### src/rtl/audio_port_pkg.sv
package audio_port_pkg;

    localparam int SAMPLE_W = 16;

    typedef enum logic {
        CH_RIGHT = 1'b0,
        CH_LEFT  = 1'b1
    } chan_e;

    typedef struct packed {
        logic rise;    // bit clock rising edge seen this cycle
        logic fall;    // bit clock falling edge seen this cycle
        logic ws;      // synchronized word clock level
        logic ws_chg;  // word clock changed this cycle
        logic sd;      // synchronized serial input
    } link_ev_t;

    function automatic chan_e chan_of(input logic ws);
        return ws ? CH_LEFT : CH_RIGHT;
    endfunction

endpackage

### src/rtl/ap_edge_detect.sv
module ap_edge_detect
    import audio_port_pkg::*;
#(
    parameter int SYNC_STAGES = 2
) (
    input  logic     clk,
    input  logic     rst,
    input  logic     bclk,
    input  logic     wclk,
    input  logic     sdin,
    output link_ev_t ev
);

    localparam int LAST = SYNC_STAGES - 1;

    logic [SYNC_STAGES-1:0] b_s, w_s, d_s;
    logic b_d, w_d;

    always_ff @(posedge clk) begin
        if (rst) begin
            b_s <= '0;
            w_s <= '0;
            d_s <= '0;
            b_d <= 1'b0;
            w_d <= 1'b0;
        end else begin
            b_s[0] <= bclk;
            w_s[0] <= wclk;
            d_s[0] <= sdin;
            for (int i = 1; i < SYNC_STAGES; i++) begin
                b_s[i] <= b_s[i-1];
                w_s[i] <= w_s[i-1];
                d_s[i] <= d_s[i-1];
            end
            b_d <= b_s[LAST];
            w_d <= w_s[LAST];
        end
    end

    always_comb begin
        ev.rise   = b_s[LAST] & ~b_d;
        ev.fall   = ~b_s[LAST] & b_d;
        ev.ws     = w_s[LAST];
        ev.ws_chg = w_s[LAST] ^ w_d;
        ev.sd     = d_s[LAST];
    end

endmodule

### src/rtl/ap_rx_deser.sv
module ap_rx_deser
    import audio_port_pkg::*;
#(
    parameter int WORD_W = SAMPLE_W
) (
    input  logic              clk,
    input  logic              rst,
    input  logic              rise,
    input  logic              ws,
    input  logic              sd,
    output logic [WORD_W-1:0] left,
    output logic [WORD_W-1:0] right,
    output logic              left_vld,
    output logic              right_vld
);

    logic [WORD_W-1:0] shreg;
    chan_e             ws_last;
    logic              primed;

    always_ff @(posedge clk) begin
        if (rst) begin
            shreg     <= '0;
            ws_last   <= CH_RIGHT;
            primed    <= 1'b0;
            left      <= '0;
            right     <= '0;
            left_vld  <= 1'b0;
            right_vld <= 1'b0;
        end else begin
            left_vld  <= 1'b0;
            right_vld <= 1'b0;
            if (rise) begin
                // only the newest WORD_W bits survive: right alignment
                shreg   <= {shreg[WORD_W-2:0], sd};
                primed  <= 1'b1;
                ws_last <= chan_of(ws);
                if (primed && (chan_of(ws) != ws_last)) begin
                    if (ws_last == CH_LEFT) begin
                        left     <= shreg;
                        left_vld <= 1'b1;
                    end else begin
                        right     <= shreg;
                        right_vld <= 1'b1;
                    end
                end
            end
        end
    end

endmodule

### src/rtl/ap_tx_ser.sv
module ap_tx_ser
    import audio_port_pkg::*;
#(
    parameter int WORD_W = SAMPLE_W
) (
    input  logic              clk,
    input  logic              rst,
    input  logic              fall,
    input  logic              ws,
    input  logic              ws_chg,
    input  logic              pd,
    input  logic [WORD_W-1:0] tx_left,
    input  logic [WORD_W-1:0] tx_right,
    output logic              sdout
);

    localparam int CNT_W = $clog2(WORD_W + 1);
    localparam logic [CNT_W-1:0] FULL = CNT_W'(WORD_W);

    logic [WORD_W-1:0] shreg, shreg_n, word;
    logic [CNT_W-1:0]  cnt, cnt_n;
    logic              bit_q, bit_n;

    always_comb begin
        word    = (chan_of(ws) == CH_LEFT) ? tx_left : tx_right;
        shreg_n = shreg;
        cnt_n   = cnt;
        bit_n   = bit_q;
        if (ws_chg) begin
            bit_n   = word[WORD_W-1];
            shreg_n = {word[WORD_W-2:0], 1'b0};
            cnt_n   = CNT_W'(1);
        end else if (fall) begin
            if (cnt < FULL) begin
                bit_n   = shreg[WORD_W-1];
                shreg_n = {shreg[WORD_W-2:0], 1'b0};
                cnt_n   = cnt + CNT_W'(1);
            end else begin
                bit_n = 1'b0;
            end
        end
    end

    always_ff @(posedge clk) begin
        if (rst) begin
            shreg <= '0;
            cnt   <= FULL;
            bit_q <= 1'b0;
            sdout <= 1'b0;
        end else begin
            shreg <= shreg_n;
            cnt   <= cnt_n;
            bit_q <= bit_n;
            sdout <= pd ? 1'b0 : bit_n;
        end
    end

endmodule

### src/rtl/serial_audio_port.sv
module serial_audio_port
    import audio_port_pkg::*;
#(
    parameter int WORD_W      = SAMPLE_W,
    parameter int SYNC_STAGES = 2
) (
    input  logic              clk,
    input  logic              rst,
    input  logic              bclk,
    input  logic              wclk,
    input  logic              sdin,
    input  logic              adc_pd,
    input  logic [WORD_W-1:0] tx_left,
    input  logic [WORD_W-1:0] tx_right,
    output logic              sdout,
    output logic [WORD_W-1:0] rx_left,
    output logic [WORD_W-1:0] rx_right,
    output logic              rx_left_vld,
    output logic              rx_right_vld
);

    link_ev_t ev;

    ap_edge_detect #(.SYNC_STAGES(SYNC_STAGES)) u_edge (
        .clk  (clk),
        .rst  (rst),
        .bclk (bclk),
        .wclk (wclk),
        .sdin (sdin),
        .ev   (ev)
    );

    ap_rx_deser #(.WORD_W(WORD_W)) u_rx (
        .clk       (clk),
        .rst       (rst),
        .rise      (ev.rise),
        .ws        (ev.ws),
        .sd        (ev.sd),
        .left      (rx_left),
        .right     (rx_right),
        .left_vld  (rx_left_vld),
        .right_vld (rx_right_vld)
    );

    ap_tx_ser #(.WORD_W(WORD_W)) u_tx (
        .clk      (clk),
        .rst      (rst),
        .fall     (ev.fall),
        .ws       (ev.ws),
        .ws_chg   (ev.ws_chg),
        .pd       (adc_pd),
        .tx_left  (tx_left),
        .tx_right (tx_right),
        .sdout    (sdout)
    );

endmodule

### config.mk
export PLATFORM = sky130hd
export DESIGN_NAME = serial_audio_port
export DESIGN_NICKNAME = d
export VERILOG_FILES = /design/src/rtl/audio_port_pkg.sv /design/src/rtl/ap_edge_detect.sv /design/src/rtl/ap_rx_deser.sv /design/src/rtl/ap_tx_ser.sv /design/src/rtl/serial_audio_port.sv
export SDC_FILE = /design/constraint.sdc
export NUM_CORES = 1
export LEC_CHECK = 0
export ABC_CLOCK_PERIOD_IN_PS = 2050
export BUFFER_PORTS_ARGS = -buffer_cell sky130_fd_sc_hd__buf_2
export CAP_MARGIN = 20
export CORE_MARGIN = 1
export CORE_UTILIZATION = 41
export DETAILED_ROUTE_END_ITERATION = 10
export GPL_ROUTABILITY_DRIVEN = 0
export MAX_ROUTING_LAYER = met4
export PLACE_DENSITY_LB_ADDON = 0.1
export SYNTH_ARGS = -nofsm -noshare
export SYNTH_HDL_FRONTEND = slang
export SYNTH_SLANG_ARGS = --single-unit
### constraint.sdc
create_clock -name clk -period 2.05 [get_ports clk]
set_clock_uncertainty 0.1 [all_clocks]
set_input_delay 0.1025 -clock clk [delete_from_list [all_inputs] [get_ports clk]]
set_output_delay 0.1025 -clock clk [all_outputs]
set_load 0.02 [all_outputs]
## After elaboration in Yosys (flattened, before gate mapping)

Index checks and enable logic that the tools add are counted.

| storage, ports and cells | value |
|---|---|
| bits in registers | 82 |
| latch bits | 0 |
| RAM bits | 0 |
| ROM bits | 0 |
| input port bits | 38 |
| word-level logic and storage cells | 51 |
| memories kept | 0 |

| cells by class | value |
|---|---|
| add/sub/neg operators | 1 |
| multipliers | 0 |
| div/mod/pow operators | 0 |
| magnitude comparators | 1 |
| equal/unequal tests | 1 |
| shift operators | 0 |
| mux-type cells | 13 |
| bitwise logic cells | 8 |
| reduce and logical (&&, ||, !) cells | 10 |

Operators with widths:

| kind | count |
|---|---|
| 2-to-1 mux 16 bit | 4 |
| 2-to-1 mux 5 bit | 3 |
| 2-to-1 mux 1 bit | 6 |
| AND reduction 3 bit | 2 |
| adder 5 x 1 -> 5 bit (second input constant) | 1 |
| less-than comparator 5 bit (second input constant) | 1 |
| NOT 1 bit | 5 |
| AND reduction 2 bit | 2 |
| nonzero test 2 bit | 2 |
| OR reduction 2 bit | 2 |
| OR reduction 3 bit | 1 |
| AND 1 bit | 2 |
| logical AND 1 bit | 1 |
| inequality test 1 bit | 1 |
| XOR 1 bit | 1 |

## Depth between registers and ports, before layout

Gate-level depths: netlist (run 1).

| logic depth | value |
|---|---|
| word-level depth | 5 |
| depth in mapped cells | 6 |
| mapped depth without buffers | 4 |

## Modules after synthesis

Synthesis (run 1) repeated with hierarchy kept, for this count alone.

| second synthesis, totals | value |
|---|---|
| cells, all modules | 323 |
| area total of the unflattened synthesis | 3465.8 µm² |

By module, submodules not included:

| module | instances | cells each | area each (µm²) | sequential area each (µm²) |
|---|---|---|---|---|
| ap_rx_deser | 1 | 187 | 2072.0 | 1041.0 |
| ap_tx_ser | 1 | 115 | 1147.4 | 440.4 |
| ap_edge_detect | 1 | 21 | 246.5 | 160.2 |

## Worst setup path after synthesis (run 1)

OpenSTA, ideal clock, no wires.

| path | value |
|---|---|
| path kind | flip-flop to flip-flop |
| start | reg u_edge.b_s[1] |
| end | reg u_rx.left[10] |
| arrival | 1326 ps |
| required time | 1818 ps |
| slack | 492 ps |
| stages on the path, launching flop included | 7 |
| buffers on the path | 2 |
| clock period less this slack | 1558 ps |
| cell sequence | dfxtp_1 > and2b_1 > buf_2 > nand4b_1 > buf_2 > nand2_1 > a21oi_1 |

| between the ends | value |
|---|---|
| longest elaborated chain between the ends | 2 |

Ends and longest elaborated chain:

| what | RTL line | text |
|---|---|---|
| from (decl) | ap_edge_detect.sv:16 | `logic [SYNC_STAGES-1:0] b_s, w_s, d_s;` |
| from (signal, indexed assignment) | ap_edge_detect.sv:31 | `b_s[i] <= b_s[i-1];` |
| AND 1 bit | ap_edge_detect.sv:41 | `ev.rise = b_s[LAST] & ~b_d;` |
| AND reduction 3 bit (no source line) | n/a |  |
| to (signal assigned) | ap_rx_deser.sv:40 | `left <= shreg;` |
| to (decl) | ap_rx_deser.sv:11 | `output logic [WORD_W-1:0] left,` |

No other way between the ends.
A chain may end at the register's enable or synchronous reset.

## Worst setup path after layout (run 1)

| path | value |
|---|---|
| start | reg u_edge.b_s[1] |
| end | reg u_rx.right[10] |

| between the ends | value |
|---|---|
| longest elaborated chain between the ends | 2 |

Ends and longest elaborated chain:

| what | RTL line | text |
|---|---|---|
| AND 1 bit | ap_edge_detect.sv:41 |  |
| AND reduction 3 bit (no source line) | n/a |  |
| to (signal assigned) | ap_rx_deser.sv:43 | `right <= shreg;` |
| to (decl) | ap_rx_deser.sv:12 | `output logic [WORD_W-1:0] right,` |

No other way between the ends.

==> out/qor.yml, run 1 <==
outcome:
  outcome: "completed"
die:
  die_y_um: 89.3
  dieArea_mm2: 0.00797
  core_area_mm2: 0.00729
  rows: 31
  initial_core_util_pct: 42.8
  fp.dieW_um: 89.3
  io_pins: 73
layout:
  nFillCells: 728
  nets: 488
  final_cell_mix: "nand2_1, dfxtp_1, buf_2"
  seq_area_mm2: 0.00164
  layout_commonest_cell: "nand2_1"
  drive_above_1_share_pct: 22.2
  multi_input_area_mm2: 0.00136
  syn2layout_area_growth_pct: 27.1
  antenna_cells: 0
sta:
  slew_violations: 0
  rsz0062_at_grt: "no"
  tns_ns: 0
  fmax_mhz: 567
  tightest_slew_ns: 0.656
  hold_violations: 0
  setup_viol: 0
  relSlewSlack_pct: 56.3
  period_needed_ns: 1.76
  timing.final.crit_share_pct: 86.0
critical_path:
  r2r-start: "u_edge.b_s[1]"
  crit_type: "register to register"
  cpMaxStageDelayCell: "dfxtp_1"
  crit_arrival_ns: 1.88
  critPathMaxFanout: 11
  crit_path_max_incr_delay_ns: 0.42
  cp.buffers_inverters: 1
  start_kind: "register"
  end_kind: "register"
  worstPathRequired_ns: 2.17
  crit_chain: "and2b_1 > nand4b_1 > buf_4 > nand2_1 > a21oi_1"
  rrSetupSlack_ns: 0.29
  setup.worst_path.start: "u_edge.b_s[1]"
  critical_path.top_delay_family: "simple AND/OR/NAND/NOR gates"
yosys:
  yosysSeqAreaShare_pct: 52.6
  synth_top_area_share_pct: 52.6
  synthCells: 369
  syn_avg_cell_area_um2: 8.46
  synth_edf_count: 0
  yosysWarnings: 0
  synth_fp_nets: 408
  synth_ff_type: "dfxtp_1"
  synth-seq-cells: 82
  yosys.area.top_type: "dfxtp_1"
  synth_area_leaders: "dfxtp_1, nand2_1, a21oi_1"
  async_flop_share_pct: 0
  synth_cell_types: 34
  syn-cell-area_mm2: 0.00312
detailed_routing:
  vias: 2687
  drt_wl_total_mm: 6.97
  avgViaCountPerCell: 4.86
  firstDrtPassIters: 4
  wl_per_cell_um: 12.6
  ant_nets: 0
  drc: 0
  detail_route.iter0.violations: 123
clock_tree:
  htreeDepth: 3
  tritoncts: "done"
  path_clk_slew_ns: 0.08
  cts.sinks: 82
  cts_made_buffers: 9
  clock_latency_ns: 0.34
  root_buffer: "clkbuf_8"
  cts_buffer_depth: 2
  cts-resized-gates: 0
hold_path:
  hp-class: "input port to register"
  min_from: "tx_left[14]"
power:
  power_density_mw_per_mm2: 838
  p_leak_nw: 1.57
  irDropWorstVdd_v: 0.000487
  power.total_w: 0.00333
grt:
  grt.overflow.total: 0
  grt_pass1_vias: 2396
  grt_pass1_wl_mm: 11.3
  grt_max_degree: 33
  grt_usage_pct: 18.8
  antenna_found_initial: 0
place:
  numPortBuffers: 72
  dp_hpwl_mm: 4.55
job:
  max_cap_viol_count: 0
worst register-to-register path, stage by stage, from the launching register on:
cell	delay [ns]
dfxtp_1	0.42
and2b_1	0.34
nand4b_1	0.35
buf_4	0.30
nand2_1	0.08
a21oi_1	0.06
timing repair:
item | in CTS | in global routing
setup buffers | 0 | 0
endpoints found under the hold margin | 13 | 1
hold buffers | 11 | 1
Yosys cell counts, types with 2 or more instances:
cell and count:
a22o_1 6, nor2b_1 18, mux2i_1 8, nand4b_1 2
nand2_1 106, clkbuf_2 3, buf_1 3, and4b_1 2
nor2_1 15, a21oi_1 56, o31ai_1 7, a211oi_1 6
dfxtp_1 82, xor2_1 2, nor3_1 7, clkbuf_1 13
nand2b_1 3, buf_2 8, o22ai_1 7
flip-flops by register name, summed over array words and instances (netlist names), 2 cells and up:
signal	count
u_rx.left	16
u_tx.cnt	5
u_edge.b_s	2
u_tx.shreg	15
u_edge.d_s	2
u_edge.w_s	2
u_rx.shreg	16
u_rx.right	16
final cells by class:
cell class                      instances  area share, %
Clock inverter                          5           3.15
Sequential cell                        82           41.4
Timing Repair Buffer                   96           14.4
Tap cell                               99           3.12
Inverter                                1         0.0946
Clock buffer                           11           3.56
Multi-Input combinational cell        259           34.3
cell families (layout without fill, tap and decap cells):
logic type / after synthesis / count (layout) / synth area share, %
buffers and inverters: 28 / 113 / 3.81
flip-flops: 82 / 82 / 52.6
multiplexers: 8 / 8 / 2.56
AO/OA/AOI/OAI: 89 / 89 / 17.0
XOR/XNOR: 4 / 4 / 1.36
adder cells (fa/ha/maj): 1 / 1 / 0.401
AND/OR/NAND/NOR: 157 / 157 / 22.3
worst paths after layout:
check / end / depth (start not counted)
min: u_tx.shreg[15] / 3
max: u_rx.right[10] / 5
max reg2reg: u_rx.right[10] / 5
min reg2reg: u_edge.w_s[1] / 1
where the power goes:
part           total [W]  switching, W  internal, W  leakage [nW]
clock network    0.00151      0.000546     0.000964         0.134
registers        0.00163     0.0000172      0.00161         0.663
logic           0.000183     0.0000955    0.0000879         0.777
metrics by stage:
step           std cells  cell area, um2  hold WS (ns)  utilization, %  setup slack [ns]
4_1_cts              552            3960      0.000889            54.3             0.301
6_report             553            3970       0.00770            54.4             0.287
5_1_grt              553            3970       0.00221            54.4             0.170
2_1_floorplan        369            3120        0.0793               -             0.492
3_5_place_dp         525            3580         0.168            49.1             0.305
3_3_place_gp         525            3580         0.164            49.1             0.368
metal layers:
| layer | global-route usage (%) | part of all wire [%] | vias to the layer above |
|---|---|---|---|
| met5 | - | 0 | - |
| met2 | 28.1 | 43 | 51 |
| met1 | 25.7 | 53 | 1227 |
| li1 | - | - | 1402 |
| met4 | 4.91 | 1.1 | 0 |
| met3 | 4.16 | 3.4 | 7 |
Power figures use the tool's default switching activity.
==> run 2, diff against run 1 <==
--- a/config.mk
+++ b/config.mk
@@ -8,6 +8,7 @@
 export ABC_CLOCK_PERIOD_IN_PS = 2050
 export BUFFER_PORTS_ARGS = -buffer_cell sky130_fd_sc_hd__buf_2
 export CAP_MARGIN = 20
+export CORE_ASPECT_RATIO = 0.75
 export CORE_MARGIN = 1
 export CORE_UTILIZATION = 41
 export DETAILED_ROUTE_END_ITERATION = 10
==> out/qor.yml, run 2 (synthesis gave the netlist of run 1 again) <==
critical_path:
  start_kind: "register"
  r2r_cells: 5
  r2r-start: "u_edge.w_s[1]"
  end_kind: "register"
  cpMaxStageDelayCell: "dlygate4sd3_1"
  crit_path_max_incr_delay_ns: 0.56
  rrSetupSlack_ns: 0.10
  critPathMaxFanout: 22
  crit_type: "register to register"
  worstPathRequired_ns: 2.18
  crit_chain: "buf_6 > nor2b_1 > a222oi_1 > nor2_1 > dlygate4sd3_1"
  r2r-end: "u_tx.shreg[1]"
  crit_arrival_ns: 2.07
clock_tree:
  root_buffer: "clkbuf_8"
  clock_latency_ns: 0.34
  cts_buffer_depth: 2
  cts.sinks: 82
  path_clk_slew_ns: 0.08
  cts_made_buffers: 9
  tritoncts: "done"
  htreeDepth: 3
layout:
  final_util_pct: 52.9
  drive_above_1_share_pct: 22.3
  final_cell_mix: "nand2_1, dfxtp_1, buf_2"
  antenna_cells: 0
  fin_cells: 554
  reg_top3: "u_rx.left (16), u_rx.right (16), u_rx.shreg (16)"
  syn2layout_area_growth_pct: 24.6
  layout_commonest_cell: "nand2_1"
  nets: 487
hold_path:
  min_path_cells: 3
  hold_end: "u_tx.shreg[11]"
  hp-class: "input port to register"
  min_from: "tx_left[10]"
power:
  p_sw_w: 0.000670
  p_int_w: 0.00230
  p_leak_nw: 1.54
  clockPowerShare_pct: 38.9
  irDropWorstVdd_v: 0.000315
  power_frac_seq_pct: 54.9
  power_density_mw_per_mm2: 762
  switching_share_pct: 22.6
  power_frac_comb_pct: 6.2
  power.total_w: 0.00297
detailed_routing:
  firstDrtPassIters: 4
  drt_wl_total_mm: 6.94
  avgViaCountPerCell: 4.92
  detail_route.iter0.violations: 121
  drc: 0
  vias: 2727
  wl_per_cell_um: 12.5
  ant_nets: 0
place:
  dp_hpwl_mm: 4.62
  placed_cells: 528
  place_ws_ns: 0.384
  numPortBuffers: 72
sta:
  slew_violations: 0
  tns_ns: 0
  rsz0062_at_grt: "no"
  hold_violations: 0
  fmax_mhz: 514
  tightest_slew_ns: 0.699
  worst_slack_ns: 0.105
  period_needed_ns: 1.95
  timing.final.crit_share_pct: 94.9
  setup_viol: 0
  relSlewSlack_pct: 53.4
outcome:
  outcome: "completed"
die:
  io_pins: 73
  initial_core_util_pct: 42.4
  fp.dieW_um: 103
  dieArea_mm2: 0.00797
  core_area_mm2: 0.00736
  rows: 27
  die_y_um: 77.6
grt:
  antenna_found_initial: 0
  grt_pass1_wl_mm: 11.2
  grt_pass1_vias: 2349
  grt.overflow.total: 0
  grt_usage_pct: 18.7
  grt_max_degree: 42
job:
  max_cap_viol_count: 0
==> run 2: worst max-delay path by stage <==
| stage | slack, ns | start | cells after the start | end |
|---|---|---|---|---|
| 2_1_floorplan | 0.49 | u_edge.b_s[1] | 6 | u_rx.left[10] |
| 5_1_grt | 0.02 | u_edge.w_s[1] | 5 | u_tx.shreg[1] |
| 3_3_place_gp | 0.46 | u_edge.b_s[1] | 5 | u_rx.left[3] |
| 4_1_cts | 0.07 | u_edge.w_s[1] | 5 | u_tx.shreg[1] |
| 6_report | 0.10 | u_edge.w_s[1] | 5 | u_tx.shreg[1] |
| 3_5_place_dp | 0.38 | u_edge.b_s[1] | 5 | u_rx.right[3] |
==> run 2: critical path: cells and delay by family, from the launching register on <==
| family | cells | cell delay, ns |
|---|---|---|
| AND/OR/NAND/NOR | 2 | 0.16 |
| AO/OA/AOI/OAI | 1 | 0.36 |
| buffers and inverters | 2 | 0.78 |
| flip-flops | 1 | 0.43 |
==> run 2: metrics by stage <==
step	cell area [um2]	hold WS, ns
after floorplan	3120	0.0793
after global placement	3590	0.173
after detailed placement	3590	0.175
after CTS	3890	0.00203
after global routing	3890	0.0244
final	3890	0.00523
==> run 2: final cells by class <==
type                       count  area [um2]
clock buffer                  12         145
clock inverter                 4        51.3
fill                         751        3470
inverter                       1        3.75
multi-input combinational    259        1360
sequential                    82        1640
tap                          101         126
timing repair buffer          95         562
==> run 2: power groups by stage <==
stage	Clock [W]	Sequential (W)	Combinational [W]
after floorplan	0	0.00166	0.000106
after global placement	0	0.00167	0.000168
after detailed placement	0	0.00167	0.000170
after CTS	0.00119	0.00163	0.000185
after global routing	0.00126	0.00163	0.000206
final	0.00115	0.00163	0.000185
==> run 2: what timing repair did <==
action | in CTS | in global routing
hold endpoints to repair | 10 | 0
gates resized for setup | 0 | 1
setup buffers | 0 | 0
setup endpoints to repair | 0 | 1
hold buffers | 10 | 0
==> run 2: layer usage <==
metal	wire length [um]	part of all wire [%]	up-vias	GRT usage, %
met1	3670	53	1266	26.0
met5	0	0	-	-
met3	331	4.8	6	6.67
met2	2900	42	51	25.7
met4	41	0.59	0	4.51
li1	-	-	1404	-
